## src/rtl/irq_pkg.sv

```systemverilog
package irq_pkg;
    localparam int NSRC       = 6;
    localparam int NEXT       = 2;
    localparam int SRC_W      = $clog2(NSRC);
    localparam int ADDR_W     = 16;
    localparam int REG_W      = 8;
    localparam int GLOBAL_BIT = 7;
    localparam int VEC_STRIDE = 8;
    localparam logic [ADDR_W-1:0] VEC_BASE = 16'h0003;
    localparam logic [REG_W-1:0] EN_MASK  = REG_W'((1 << GLOBAL_BIT) | ((1 << NSRC) - 1));
    localparam logic [REG_W-1:0] PRI_MASK = REG_W'((1 << NSRC) - 1);

    typedef enum logic {LVL_LOW = 1'b0, LVL_HIGH = 1'b1} level_e;

    typedef struct packed {
        logic             found;
        logic [SRC_W-1:0] idx;
    } first_t;

    typedef struct packed {
        logic             valid;
        level_e           lvl;
        logic [SRC_W-1:0] idx;
    } pick_t;

    function automatic first_t first_set(input logic [NSRC-1:0] m);
        first_t r;
        r = '0;
        for (int i = NSRC - 1; i >= 0; i--) begin
            if (m[i]) begin
                r.found = 1'b1;
                r.idx   = SRC_W'(i);
            end
        end
        return r;
    endfunction

    function automatic logic [ADDR_W-1:0] vec_addr_of(input logic [SRC_W-1:0] idx);
        return VEC_BASE + (ADDR_W'(idx) * ADDR_W'(VEC_STRIDE));
    endfunction
endpackage

```

## src/rtl/irq_ext_latch.sv

```systemverilog
module irq_ext_latch (
    input  logic clk,
    input  logic rst,
    input  logic strobe,
    input  logic pin_n,
    input  logic edge_mode,
    input  logic clr,
    output logic flag_d,
    output logic flag
);
    logic prev_q;
    logic flag_q;

    always_comb begin
        flag_d = flag_q;
        if (strobe) begin
            if (!edge_mode)
                flag_d = ~pin_n;
            else if (prev_q && !pin_n)
                flag_d = 1'b1;
        end
        if (clr && edge_mode)
            flag_d = 1'b0;
    end

    always_ff @(posedge clk) begin
        if (rst) begin
            prev_q <= 1'b0;
            flag_q <= 1'b0;
        end else begin
            if (strobe)
                prev_q <= pin_n;
            flag_q <= flag_d;
        end
    end

    assign flag = flag_q;

    assert_level_follows_R10: assert property (@(posedge clk) disable iff (rst)
        (!$past(rst) && $past(strobe && !edge_mode)) |-> (flag_q == !$past(pin_n)));

    assert_edge_sets_R10: assert property (@(posedge clk) disable iff (rst)
        (!$past(rst) && $past(strobe && edge_mode && prev_q && !pin_n && !clr)) |-> flag_q);
endmodule

```

## src/rtl/irq_poll_select.sv

```systemverilog
module irq_poll_select
    import irq_pkg::*;
(
    input  logic [NSRC-1:0] pend,
    input  logic [NSRC-1:0] en_mask,
    input  logic            global_en,
    input  logic [NSRC-1:0] pri,
    input  logic [1:0]      prog,
    input  logic            allow,
    output pick_t           pick
);
    logic [NSRC-1:0] cand, hi, lo;
    first_t hf, lf;

    always_comb begin
        cand = (allow && global_en) ? (pend & en_mask) : '0;
        hi   = cand & pri;
        lo   = cand & ~pri;
        hf   = first_set(hi);
        lf   = first_set(lo);
        pick = '0;
        if (hf.found && !prog[1]) begin
            pick.valid = 1'b1;
            pick.lvl   = LVL_HIGH;
            pick.idx   = hf.idx;
        end else if (lf.found && prog == 2'b00) begin
            pick.valid = 1'b1;
            pick.lvl   = LVL_LOW;
            pick.idx   = lf.idx;
        end
    end
endmodule

```

## src/rtl/irq_arbiter.sv

```systemverilog
module irq_arbiter
    import irq_pkg::*;
(
    input  logic              clk,
    input  logic              rst,
    input  logic              cyc_strobe,
    input  logic              instr_last,
    input  logic              instr_blk,
    input  logic              reg_wr,
    input  logic              reg_sel,
    input  logic [REG_W-1:0]  reg_wdata,
    input  logic [NEXT-1:0]   ext_pin_n,
    input  logic [NEXT-1:0]   ext_edge,
    input  logic [NEXT-1:0]   tmr_flag,
    input  logic              ser_flag,
    input  logic              t2_flag,
    input  logic              vec_ack,
    input  logic              reti_strobe,
    output logic              vec_req,
    output logic [ADDR_W-1:0] vec_addr,
    output logic [NEXT-1:0]   tmr_clr,
    output logic [NEXT-1:0]   ext_flag,
    output logic [REG_W-1:0]  en_reg,
    output logic [REG_W-1:0]  pri_reg,
    output logic [1:0]        in_prog
);
    logic [REG_W-1:0]  en_q, pri_q;
    logic [NSRC-1:0]   snap_q, src_now;
    logic              req_q;
    logic [ADDR_W-1:0] addr_q;
    logic [1:0]        prog_q;
    logic [NEXT-1:0]   tclr_q;
    logic [NEXT-1:0]   ext_d;
    pick_t             pick;
    logic              issue;

    irq_poll_select u_sel (
        .pend      (snap_q),
        .en_mask   (en_q[NSRC-1:0]),
        .global_en (en_q[GLOBAL_BIT]),
        .pri       (pri_q[NSRC-1:0]),
        .prog      (prog_q),
        .allow     (instr_last && !instr_blk),
        .pick      (pick)
    );

    assign issue = cyc_strobe && !req_q && pick.valid;

    for (genvar g = 0; g < NEXT; g++) begin : g_ext
        localparam int EXT_IDX = 2 * g;
        irq_ext_latch u_ext (
            .clk       (clk),
            .rst       (rst),
            .strobe    (cyc_strobe),
            .pin_n     (ext_pin_n[g]),
            .edge_mode (ext_edge[g]),
            .clr       (issue && pick.idx == SRC_W'(EXT_IDX)),
            .flag_d    (ext_d[g]),
            .flag      (ext_flag[g])
        );
        assign src_now[EXT_IDX]     = ext_d[g];
        assign src_now[EXT_IDX + 1] = tmr_flag[g];
    end
    assign src_now[2*NEXT]     = ser_flag;
    assign src_now[2*NEXT + 1] = t2_flag;

    always_ff @(posedge clk) begin
        if (rst) begin
            en_q   <= '0;
            pri_q  <= '0;
            snap_q <= '0;
            req_q  <= 1'b0;
            addr_q <= '0;
            prog_q <= '0;
            tclr_q <= '0;
        end else begin
            tclr_q <= '0;
            if (reg_wr) begin
                if (!reg_sel) en_q  <= reg_wdata & EN_MASK;
                else          pri_q <= reg_wdata & PRI_MASK;
            end
            if (cyc_strobe)
                snap_q <= src_now;
            if (req_q && vec_ack)
                req_q <= 1'b0;
            if (reti_strobe) begin
                if (prog_q[1]) prog_q[1] <= 1'b0;
                else           prog_q[0] <= 1'b0;
            end
            if (issue) begin
                req_q  <= 1'b1;
                addr_q <= vec_addr_of(pick.idx);
                if (pick.lvl == LVL_HIGH) prog_q[1] <= 1'b1;
                else                      prog_q[0] <= 1'b1;
                for (int g = 0; g < NEXT; g++)
                    tclr_q[g] <= (pick.idx == SRC_W'(2 * g + 1));
            end
        end
    end

    assign vec_req  = req_q;
    assign vec_addr = addr_q;
    assign tmr_clr  = tclr_q;
    assign en_reg   = en_q;
    assign pri_reg  = pri_q;
    assign in_prog  = prog_q;

    assert_req_held_R12: assert property (@(posedge clk) disable iff (rst)
        (vec_req && !vec_ack) |=> (vec_req && $stable(vec_addr)));

    assert_vec_addr_R4: assert property (@(posedge clk) disable iff (rst)
        vec_req |-> (vec_addr[2:0] == 3'd3 && vec_addr <= vec_addr_of(SRC_W'(NSRC - 1))));

    assert_block_rules_R8: assert property (@(posedge clk) disable iff (rst)
        $rose(vec_req) |-> $past(cyc_strobe && instr_last && !instr_blk));

    assert_global_gate_R6: assert property (@(posedge clk) disable iff (rst)
        $rose(vec_req) |-> $past(en_q[GLOBAL_BIT]));

    assert_high_not_preempted_R7: assert property (@(posedge clk) disable iff (rst)
        $rose(vec_req) |-> !$past(prog_q[1]));

    assert_reti_high_R13: assert property (@(posedge clk) disable iff (rst)
        (reti_strobe && prog_q[1]) |=> !prog_q[1]);

    assert_reti_low_R13: assert property (@(posedge clk) disable iff (rst)
        (reti_strobe && prog_q == 2'b01 && !cyc_strobe) |=> (prog_q == 2'b00));
endmodule

```

## config.mk

```make
export PLATFORM = sky130hd
export DESIGN_NAME = irq_arbiter
export DESIGN_NICKNAME = d
export VERILOG_FILES = /design/src/rtl/irq_pkg.sv /design/src/rtl/irq_ext_latch.sv /design/src/rtl/irq_poll_select.sv /design/src/rtl/irq_arbiter.sv
export SDC_FILE = /design/constraint.sdc
export NUM_CORES = 1
export LEC_CHECK = 0
export ABC_CLOCK_PERIOD_IN_PS = 1750
export BUFFER_PORTS_ARGS = -buffer_cell sky130_fd_sc_hd__buf_2
export CAP_MARGIN = 20
export CORE_MARGIN = 1.5
export CORE_UTILIZATION = 44
export DETAILED_ROUTE_END_ITERATION = 12
export MAX_ROUTING_LAYER = met4
export PLACE_DENSITY_LB_ADDON = 0.05
export RECOVER_POWER = 100
export SLEW_MARGIN = 20
export SYNTH_ARGS = -nofsm -noshare
export SYNTH_HDL_FRONTEND = slang
export SYNTH_SLANG_ARGS = --single-unit
export TNS_END_PERCENT = 50
```

## constraint.sdc

```tcl
create_clock -name clk -period 1.75 [get_ports clk]
set_input_delay 0.0875 -clock clk [delete_from_list [all_inputs] [get_ports clk]]
set_output_delay 0.0875 -clock clk [all_outputs]
set_load 0.03 [all_outputs]
```

==> results.sh, run 1 <==
export IMPL_hp_class="in -> reg"
export IMPL_fmax_ghz=0.5282
export IMPL_rsz0062_at_grt="yes"
export IMPL_numCtsBuffers=5
export IMPL_area_delta_synth_final_pct=42.79
export IMPL_clkSlewWorstSetupHoldPaths_ns=0.07
export IMPL_layout_area_seq_um2=669.4
export IMPL_critical_path_class="reg -> reg"
export IMPL_holdPathStages=3
export IMPL_final_nets=300
export IMPL_r2r_start="en_reg[7]"
export IMPL_cp_data_required_time_ns=1.91
export IMPL_root_buffer="clkbuf_8"
export IMPL_dieArea_mm2=0.004207
export IMPL_crit_start="en_reg[7]"
export IMPL_dp_cells=305
export IMPL_final_area_mm2=0.002405
export IMPL_grt_max_degree=19
export IMPL_synthTopCellsByArea="dfxtp_1 (38%), buf_4 (8.9%), mux2i_1 (8.3%)"
export IMPL_violations="negative setup slack"
export IMPL_hpwl_mm=3.322
export IMPL_p_per_area_mw_per_mm2=673.6
export IMPL_grt_pass1_wl_mm=7.521
export IMPL_die_y_um=64.87
export IMPL_antenna_found_initial=0
export IMPL_ir_drop_mv=0.6153
export IMPL_period_share_pct=108.2
export IMPL_min_period_ns=1.893
export IMPL_fin_cells=324
export IMPL_ff2ff_setup_slack_ns=-0.14
export IMPL_ioPinCount=64
export IMPL_setup_ws_ns=-0.1432
export IMPL_overflow=0
export IMPL_fin_skew_ns=0.006822
export IMPL_numPortBuffers=48
export IMPL_critPathLaunchType="register"
export IMPL_r2r_cells=7
export IMPL_leakage_nw=1.022
export IMPL_status="finished, violations left"
export IMPL_insertion_delay_ns=0.29
export IMPL_gp_congestion=0.8445
export IMPL_post_route_util_pct=65.69
export IMPL_synth_commonest_cells="dfxtp_1 (32), buf_4 (20), nor2_1 (20), nand2_1 (15), mux2i_1 (14)"
export IMPL_hold_viol=0
export IMPL_tritoncts="yes"
export IMPL_drt_iter0_markers=101
export IMPL_vias_per_cell=5.201
export IMPL_synthCells=193
export IMPL_firstDrtPassIters=4
export IMPL_clock_path_buffers=2
export IMPL_initial_utilization_pct=46.00
export IMPL_yosys_area_top_type_share_pct=38.04
export IMPL_multi_input_area_mm2=0.001066
export IMPL_setup_violations=10
export IMPL_avgSynthCellArea_um2=8.726
export IMPL_dp_slack_ns=-0.2270
export IMPL_whs_ns=0.03595
export IMPL_nFillCells=308
export IMPL_async_flop_share_pct=0
export IMPL_die_w_um=64.87
export IMPL_coreArea_mm2=0.003661
export IMPL_drc_errors=0
export IMPL_via_count=1685
export IMPL_yosysMostFrequentCell="dfxtp_1"
export IMPL_syn_area_mm2=0.001684
export IMPL_ys_seq_area_share_pct=38.04
export IMPL_drive_gt1_share_pct=39.13
export IMPL_reg2reg_to="snap_q[2]"
export IMPL_placed_area_mm2=0.002206
export IMPL_largest_reg_flops=7
export IMPL_grtUsageTotal_pct=23.82
export IMPL_synth_area_leader_cell="dfxtp_1"
export IMPL_ant_nets=0
export IMPL_rows=22
export IMPL_ys_ff_latch=32
export IMPL_drt_wl_total_mm=4.660
export IMPL_grt_pass1_vias=1625
export IMPL_maxCapViolations=0
export IMPL_cts_sinks=32
export IMPL_crit_fanout=5
export IMPL_arrival_ns=2.05
export IMPL_htreeDepth=2
export IMPL_synth_edf_count=0
export IMPL_maxSlewViolCount=0
export IMPL_yosysWarnings=0
export IMPL_ys_flop_type="dfxtp_1"
export IMPL_critPathCaptureType="register"
export IMPL_crit_end="snap_q[2]"
export IMPL_wl_per_cell_um=14.38
export IMPL_synth_cell_types=43
export IMPL_antennaDiodeCount=0
-- what timing repair did --
| item | CTS | global route |
|---|---|---|
| hold buffers | 0 | 0 |
| gates resized for setup | 10 | 7 |
| pin swaps | 12 | 7 |
| buffers inserted | 7 | 3 |
| endpoints found under the setup margin | 10 | 11 |
| gates cloned | 1 | 0 |
-- metal layers --
| layer | up-vias | track usage (%) | part of all wire, % |
|---|---|---|---|
| met3 | 10 | 5.903 | 6.1 |
| met2 | 67 | 34.79 | 46 |
| met5 | - | - | 0 |
| met1 | 786 | 31.03 | 46 |
| met4 | 0 | 10.90 | 2.0 |
| li1 | 822 | - | - |
-- final cells by class --
class	count	area share, %
multi-input combinational	143	44.33
inverter	6	0.9365
sequential	32	27.84
timing repair buffer	87	20.66
tap	48	2.497
clock buffer	8	3.746
-- cell usage in the layout (no fill, tap or decap), drive strengths merged --
cell	count
nor2	20
a41oi	1
a211oi	4
o31ai	2
or4	1
nor4	4
clkbuf	38
dfxtp	32
nand4b	1
a21oi	14
o221ai	1
or3	2
o32ai	2
mux2i	14
o41ai	1
nor3b	2
nand3	12
o21ai	6
nand2b	1
buf	57
nor2b	2
nand3b	5
o211a	1
nand2	15
o22a	1
and4	1
and3b	3
a21o	1
or2	3
nor3	6
o31a	2
nor4b	1
conb	14
inv	6
-- metrics by stage --
| step | total power, mW | TNS (ns) |
|---|---|---|
| 5_1_grt | 1.688 | -1.535 |
| 2_1_floorplan | 0.9797 | -0.07552 |
| 4_1_cts | 1.640 | -0.7200 |
| 3_5_place_dp | 1.043 | -1.107 |
| 3_3_place_gp | 1.036 | -0.6411 |
| 6_report | 1.620 | -0.8655 |
-- cells by family (layout without fill, tap and decap cells) --
group	Yosys count	after routing	share of synthesized area, %
buffers and inverters	32	101	11.59
AOI/OAI and AO/OA	36	36	16.27
muxes	14	14	8.321
DFF	32	32	38.04
other	1	14	0.2227
and+or+nand+nor	78	79	25.56
-- power by group --
group          internal (mW)  switching (mW)
logic                 0.0869           0.164
clock network          0.320           0.268
registers              0.752          0.0276
total                   1.16           0.460
-- critical path, cell delays in order (launching register included) --
cell,delay [ns]
dfxtp_4,0.37
nand3b_4,0.12
buf_4,0.13
a21oi_2,0.04
or4_4,0.47
o31ai_4,0.28
and4_4,0.28
o32ai_2,0.07
-- how the worst min path moves through the flow --
stage / startpoint / end / slack, ns
after CTS: ser_flag / snap_q[4] / 0.04
after global placement: tmr_flag[1] / snap_q[3] / 0.32
final: tmr_flag[0] / snap_q[1] / 0.04
after floorplan: rst / tmr_clr[0] / 0.17
after global routing: tmr_flag[0] / snap_q[1] / 0.04
after detailed placement: tmr_flag[1] / snap_q[3] / 0.34
No activity file was read; power rests on OpenSTA's default activity.
==> run 2: changes to the inputs <==
- CORE_ASPECT_RATIO: unset -> 2
==> run 2 against run 1 <==
Compared with the run above:
- the flow still finishes with violations (negative setup slack)
- via count is 1.8% lower
- first-iteration DRC count is 57% lower
- die area is 0.53% higher
- clock skew is 0.0048 ns lower
- final cell count is 1.9% lower
- worst hold slack better by 0.0044 ns
- design area is 5.5% lower
- highest routed layer unchanged
==> results.sh, run 2 (synthesized netlist as in run 1, its figures left out) <==
export IMPL_whs_ns=0.04039
export IMPL_fin_skew_ns=0.002050
export IMPL_ir_drop_mv=0.6689
export IMPL_vias_per_cell=5.204
export IMPL_gp_congestion=0.8652
export IMPL_antennaDiodeCount=0
export IMPL_fin_cells=318
export IMPL_critPathCaptureType="register"
export IMPL_arrival_ns=2.07
export IMPL_grt_pass1_wl_mm=7.507
export IMPL_die_w_um=46.75
export IMPL_via_count=1655
export IMPL_crit_fanout=3
export IMPL_antenna_found_initial=0
export IMPL_final_cell_mix="buf_4 (30), clkbuf_1 (29), dfxtp_1 (25)"
export IMPL_ioPinCount=64
export IMPL_setup_violations=9
export IMPL_insertion_delay_ns=0.28
export IMPL_cts_hold_buf=0
export IMPL_ff2ff_setup_slack_ns=-0.17
export IMPL_drt_iter0_markers=43
export IMPL_hold_viol=0
export IMPL_critPathLaunchType="register"
export IMPL_ant_nets=0
export IMPL_grt_pass1_vias=1716
export IMPL_dp_slack_ns=-0.1768
export IMPL_maxCapViolations=0
export IMPL_hpwl_mm=3.589
export IMPL_grtUsageTotal_pct=25.13
export IMPL_fmax_ghz=0.5208
export IMPL_numPortBuffers=48
export IMPL_final_area_mm2=0.002273
export IMPL_final_common_cell="buf_4"
export IMPL_hp_class="in -> reg"
export IMPL_holdPathStages=3
export IMPL_drive_gt1_share_pct=33.46
export IMPL_clkSlewWorstSetupHoldPaths_ns=0.06
export IMPL_rows=31
export IMPL_die_y_um=90.49
export IMPL_clock_path_buffers=2
export IMPL_dieArea_mm2=0.004230
export IMPL_setup_ws_ns=-0.1703
export IMPL_cp_num_buf_inv=1
export IMPL_largest_reg_flops=7
export IMPL_cp_slowest_cell="nor4_2"
export IMPL_critical_path_class="reg -> reg"
export IMPL_reg2reg_to="snap_q[0]"
export IMPL_placed_area_mm2=0.002230
export IMPL_worstHoldStart="t2_flag"
export IMPL_rsz0062_at_grt="yes"
export IMPL_firstDrtPassIters=4
export IMPL_overflow=0
export IMPL_root_buffer="clkbuf_8"
export IMPL_dp_cells=309
export IMPL_final_nets=293
export IMPL_numCtsBuffers=5
export IMPL_cts_sinks=32
export IMPL_status="finished, violations left"
export IMPL_coreArea_mm2=0.003646
export IMPL_cp_data_required_time_ns=1.90
export IMPL_area_delta_synth_final_pct=34.99
export IMPL_worstPathCellList="buf_4 -> and3b_1 -> o21ai_4 -> nor4b_4 -> o31a_1 -> nor4_2 -> o32ai_1"
export IMPL_tritoncts="yes"
export IMPL_initial_utilization_pct=46.19
export IMPL_maxSlewViolCount=0
export IMPL_r2r_start="en_reg[7]"
export IMPL_leakage_nw=0.9576
export IMPL_path_delay_family="simple AND/OR/NAND/NOR gates"
export IMPL_p_per_area_mw_per_mm2=690.5
export IMPL_min_period_ns=1.920
export IMPL_drt_wl_total_mm=4.584
export IMPL_slowest_delay_ns=0.39
export IMPL_htreeDepth=2
export IMPL_crit_start="en_reg[7]"
export IMPL_design_power_total_mw=1.570
export IMPL_violations="negative setup slack"
export IMPL_cts_setup_buffers=0
export IMPL_drc_errors=0
export IMPL_hold_path_endpoint="snap_q[5]"
export IMPL_wl_per_cell_um=14.42
export IMPL_grt_max_degree=32
export IMPL_period_share_pct=109.7
export IMPL_r2r_cells=7
run 2: stage by stage:
stage,utilization [%],TNS [ns]
2_1_floorplan,-,-0.07552
3_3_place_gp,61.15,-0.5112
3_5_place_dp,61.15,-0.7437
4_1_cts,63.93,-0.5483
5_1_grt,62.35,-1.845
6_report,62.35,-0.6131
run 2: repair_timing:
item,CTS,global route
gates resized for setup,2,1
setup endpoints to repair,9,9
cloned,1,0
pin swaps,2,1
run 2: cell type report:
class	instances	area, µm²
Clock buffer	7	76.32
Inverter	6	22.52
Multi-Input combinational cell	143	1008
Sequential cell	32	659.4
Tap cell	49	61.31
Timing Repair Buffer	80	441.7
Clock inverter	1	3.754
Fill cell	399	1373
run 2: worst max path at each step:
stage                      to  cells after the start
floorplan           snap_q[0]                      7
global placement    snap_q[0]                      7
detailed placement  snap_q[0]                      7
CTS                 snap_q[0]                      6
global route        snap_q[0]                      7
finish              snap_q[0]                      7
run 2: per-layer routing:
metal / routed length (µm) / track usage, %
met1: 1435 / 20.68
met2: 2780 / 46.18
met3: 146 / 5.800
met4: 222 / 13.66
met5: 0 / -
run 2: power breakdown:
part | leakage [nW] | switching (mW) | internal, mW | total [mW]
sequential | 0.265 | 0.0251 | 0.753 | 0.778
combinational | 0.652 | 0.164 | 0.0874 | 0.252
clock | 0.0399 | 0.263 | 0.276 | 0.540
total | 0.958 | 0.453 | 1.12 | 1.57
run 2: worst reg2reg max path, cell delays in order, from the launching register on:
cell,delay [ns]
dfxtp_2,0.38
buf_4,0.13
and3b_1,0.23
o21ai_4,0.07
nor4b_4,0.14
o31a_1,0.30
nor4_2,0.39
o32ai_1,0.15
==> run 3: changes to the inputs <==
- ABC_AREA: unset -> 1
- CORE_MARGIN: 1.5 -> unset
- SLEW_MARGIN: 20 -> unset
==> run 3 against run 2 <==
Compared with the run above:
- the run now ends clean
- flip-flop and latch count unchanged
- register-to-register slack improved by 0.20 ns
- largest power group unchanged
- sequential share of layout area decreased by 0.13 points
- critical path type unchanged
- non-clock buffer count decreased by 19
- wire length decreased by 12%
- design area decreased by 2.2%
==> results.sh, run 3 <==
export IMPL_initial_utilization_pct=46.86
export IMPL_hp_class="in -> reg"
export IMPL_coreArea_mm2=0.003685
export IMPL_critPathCaptureType="register"
export IMPL_final_cell_mix="nor2_1 (39), dfxtp_1 (31), inv_1 (28)"
export IMPL_synth_area_leader_cell="dfxtp_1"
export IMPL_yosysMostFrequentCell="nor2_1"
export IMPL_setup_violations=0
export IMPL_grtUsageTotal_pct=21.02
export IMPL_critPathLaunchType="register"
export IMPL_drive_gt1_share_pct=30.10
export IMPL_fmax_ghz=0.5805
export IMPL_ant_nets=0
export IMPL_synthTopCellsByArea="dfxtp_1 (37%), nor2_1 (8.7%), o21ai_0 (8.1%)"
export IMPL_swShare_pct=31.13
export IMPL_cp_num_buf_inv=1
export IMPL_arrival_ns=1.91
export IMPL_via_count=1602
export IMPL_design_power_total_mw=1.613
export IMPL_synthCells=241
export IMPL_placed_area_mm2=0.001992
export IMPL_ioPinCount=64
export IMPL_ir_drop_mv=0.6131
export IMPL_final_common_cell="nor2_1"
export IMPL_grt_max_degree=24
export IMPL_root_buffer="clkbuf_8"
export IMPL_yosysWarnings=0
export IMPL_die_y_um=90.59
export IMPL_pwr_share_comb_pct=15.5
export IMPL_antenna_found_initial=0
export IMPL_synth_cell_types=23
export IMPL_hold_viol=0
export IMPL_crit_fanout=6
export IMPL_maxSlewViolCount=0
export IMPL_overflow=0
export IMPL_final_nets=323
export IMPL_firstDrtPassIters=4
export IMPL_max_slew_margin_rel_pct=61.84
export IMPL_avgSynthCellArea_um2=7.165
export IMPL_cp_data_required_time_ns=1.94
export IMPL_drc_errors=0
export IMPL_numPortBuffers=48
export IMPL_htreeDepth=2
export IMPL_grt_pass1_wl_mm=6.272
export IMPL_ys_flop_type="dfxtp_1"
export IMPL_insertion_delay_ns=0.29
export IMPL_vias_per_cell=4.603
export IMPL_largest_reg_flops=7
export IMPL_p_per_area_mw_per_mm2=725.4
export IMPL_status="completed"
export IMPL_antennaDiodeCount=0
export IMPL_leakage_nw=1.052
export IMPL_wl_per_cell_um=11.56
export IMPL_synth_commonest_cells="nor2_1 (40), dfxtp_1 (32), nand2_1 (31), inv_1 (28), o21ai_0 (28)"
export IMPL_cts_hold_buf=0
export IMPL_min_period_ns=1.723
export IMPL_drt_iter0_markers=24
export IMPL_rsz0062_at_grt="yes"
export IMPL_rows=31
export IMPL_clock_path_buffers=2
export IMPL_grt_pass1_vias=1431
export IMPL_ys_ff_latch=32
export IMPL_hpwl_mm=3.067
export IMPL_period_share_pct=98.44
export IMPL_clkSlewWorstSetupHoldPaths_ns=0.07
export IMPL_clkPwrFrac_pct=35.4
export IMPL_power_switching_uw=502.1
export IMPL_syn_area_mm2=0.001727
export IMPL_setup_tns_final_ns=0
export IMPL_path_delay_family="simple AND/OR/NAND/NOR gates"
export IMPL_ys_seq_area_share_pct=37.10
export IMPL_tritoncts="yes"
export IMPL_yosys_area_top_type_share_pct=37.10
export IMPL_gp_congestion=0.8624
export IMPL_cts_sinks=32
export IMPL_dieArea_mm2=0.004194
export IMPL_power_frac_seq_pct=49.0
export IMPL_numCtsBuffers=5
export IMPL_area_delta_synth_final_pct=28.77
export IMPL_synth_edf_count=0
export IMPL_tightest_slew_ns=0.5718
export IMPL_die_w_um=46.30
export IMPL_whs_ns=0.009492
export IMPL_final_area_mm2=0.002223
export IMPL_internal_power_mw=1.111
export IMPL_critical_path_class="reg -> reg"
export IMPL_async_flop_share_pct=0
export IMPL_slowest_delay_ns=0.33
export IMPL_drt_wl_total_mm=4.022
export IMPL_cp_slowest_cell="dfxtp_2"
export IMPL_worstPathCellList="nand2_2 -> nor2_4 -> clkbuf_16 -> nand3_2 -> nand2_2 -> nor2_2 -> nand2_4 -> nand2_4 -> nand2_4 -> nand2_8 -> nor2_8 -> nand3_2 -> nand2_2 -> a21oi_2"
export IMPL_fin_skew_ns=0.01072
export IMPL_maxCapViolations=0
-- run 3: stage by stage --
stage                     util (%)  instances  setup slack (ns)
after floorplan                  -        254           0.08157
after global placement       54.06        336           0.02184
after detailed placement     54.06        336         -0.001170
after CTS                    56.43        344         -0.005320
after global routing         60.34        348          -0.08690
final                        60.34        348           0.02725
-- run 3: timing repair --
item,CTS,global route
resized for setup,0,27
pin swaps,0,3
setup buffers,0,3
gates cloned,0,1
setup endpoints to repair,2,8
-- run 3: worst register-to-register path, cell delays in order (launching register included) --
cell	delay (ns)
dfxtp_2	0.33
nand2_2	0.06
nor2_4	0.14
clkbuf_16	0.19
nand3_2	0.08
nand2_2	0.08
nor2_2	0.05
nand2_4	0.09
nand2_4	0.08
nand2_4	0.11
nand2_8	0.08
nor2_8	0.12
nand3_2	0.08
nand2_2	0.08
a21oi_2	0.05
-- run 3: final timing paths --
check,startpoint,to,slack (ns),depth (start not counted)
worst max-delay path,en_reg[7],snap_q[2],0.03,14
worst min-delay path,tmr_flag[1],snap_q[3],0.009,3
worst max register to register,en_reg[7],snap_q[2],0.03,14
worst min register to register,vec_addr[4],vec_addr[4],0.46,2
-- run 3: layer usage --
layer,vias to the layer above,routed length (µm),track usage [%]
met3,8,154,4.400
met5,-,0,-
met4,0,81,9.804
li1,842,-,-
met2,43,2298,35.45
met1,709,1487,21.77
-- run 3: area by class of cell --
class	count	area [µm²]
Fill cell	389	1461
Multi-Input combinational cell	168	979.7
Sequential cell	32	641.9
Timing Repair Buffer	61	340.3
Inverter	30	112.6
Clock buffer	5	68.82
Tap cell	49	61.31
Clock inverter	3	18.77
-- run 3: cells by family (layout without fill, tap and decap cells) --
| kind of cell | Yosys count | count (layout) | synth area share (%) |
|---|---|---|---|
| buffers and inverters | 54 | 99 | 16.09 |
| AND/OR/NAND/NOR | 110 | 110 | 33.04 |
| flip-flops | 32 | 32 | 37.10 |
| other | 1 | 14 | 0.2172 |
| AO/OA/AOI/OAI | 44 | 44 | 13.55 |
-- run 3: power by group through the flow --
stage	Clock (mW)	Sequential (mW)	Combinational [mW]
floorplan	0	0.836	0.161
global placement	0	0.805	0.242
detailed placement	0	0.806	0.244
CTS	0.583	0.789	0.245
global route	0.612	0.795	0.277
finish	0.571	0.791	0.251
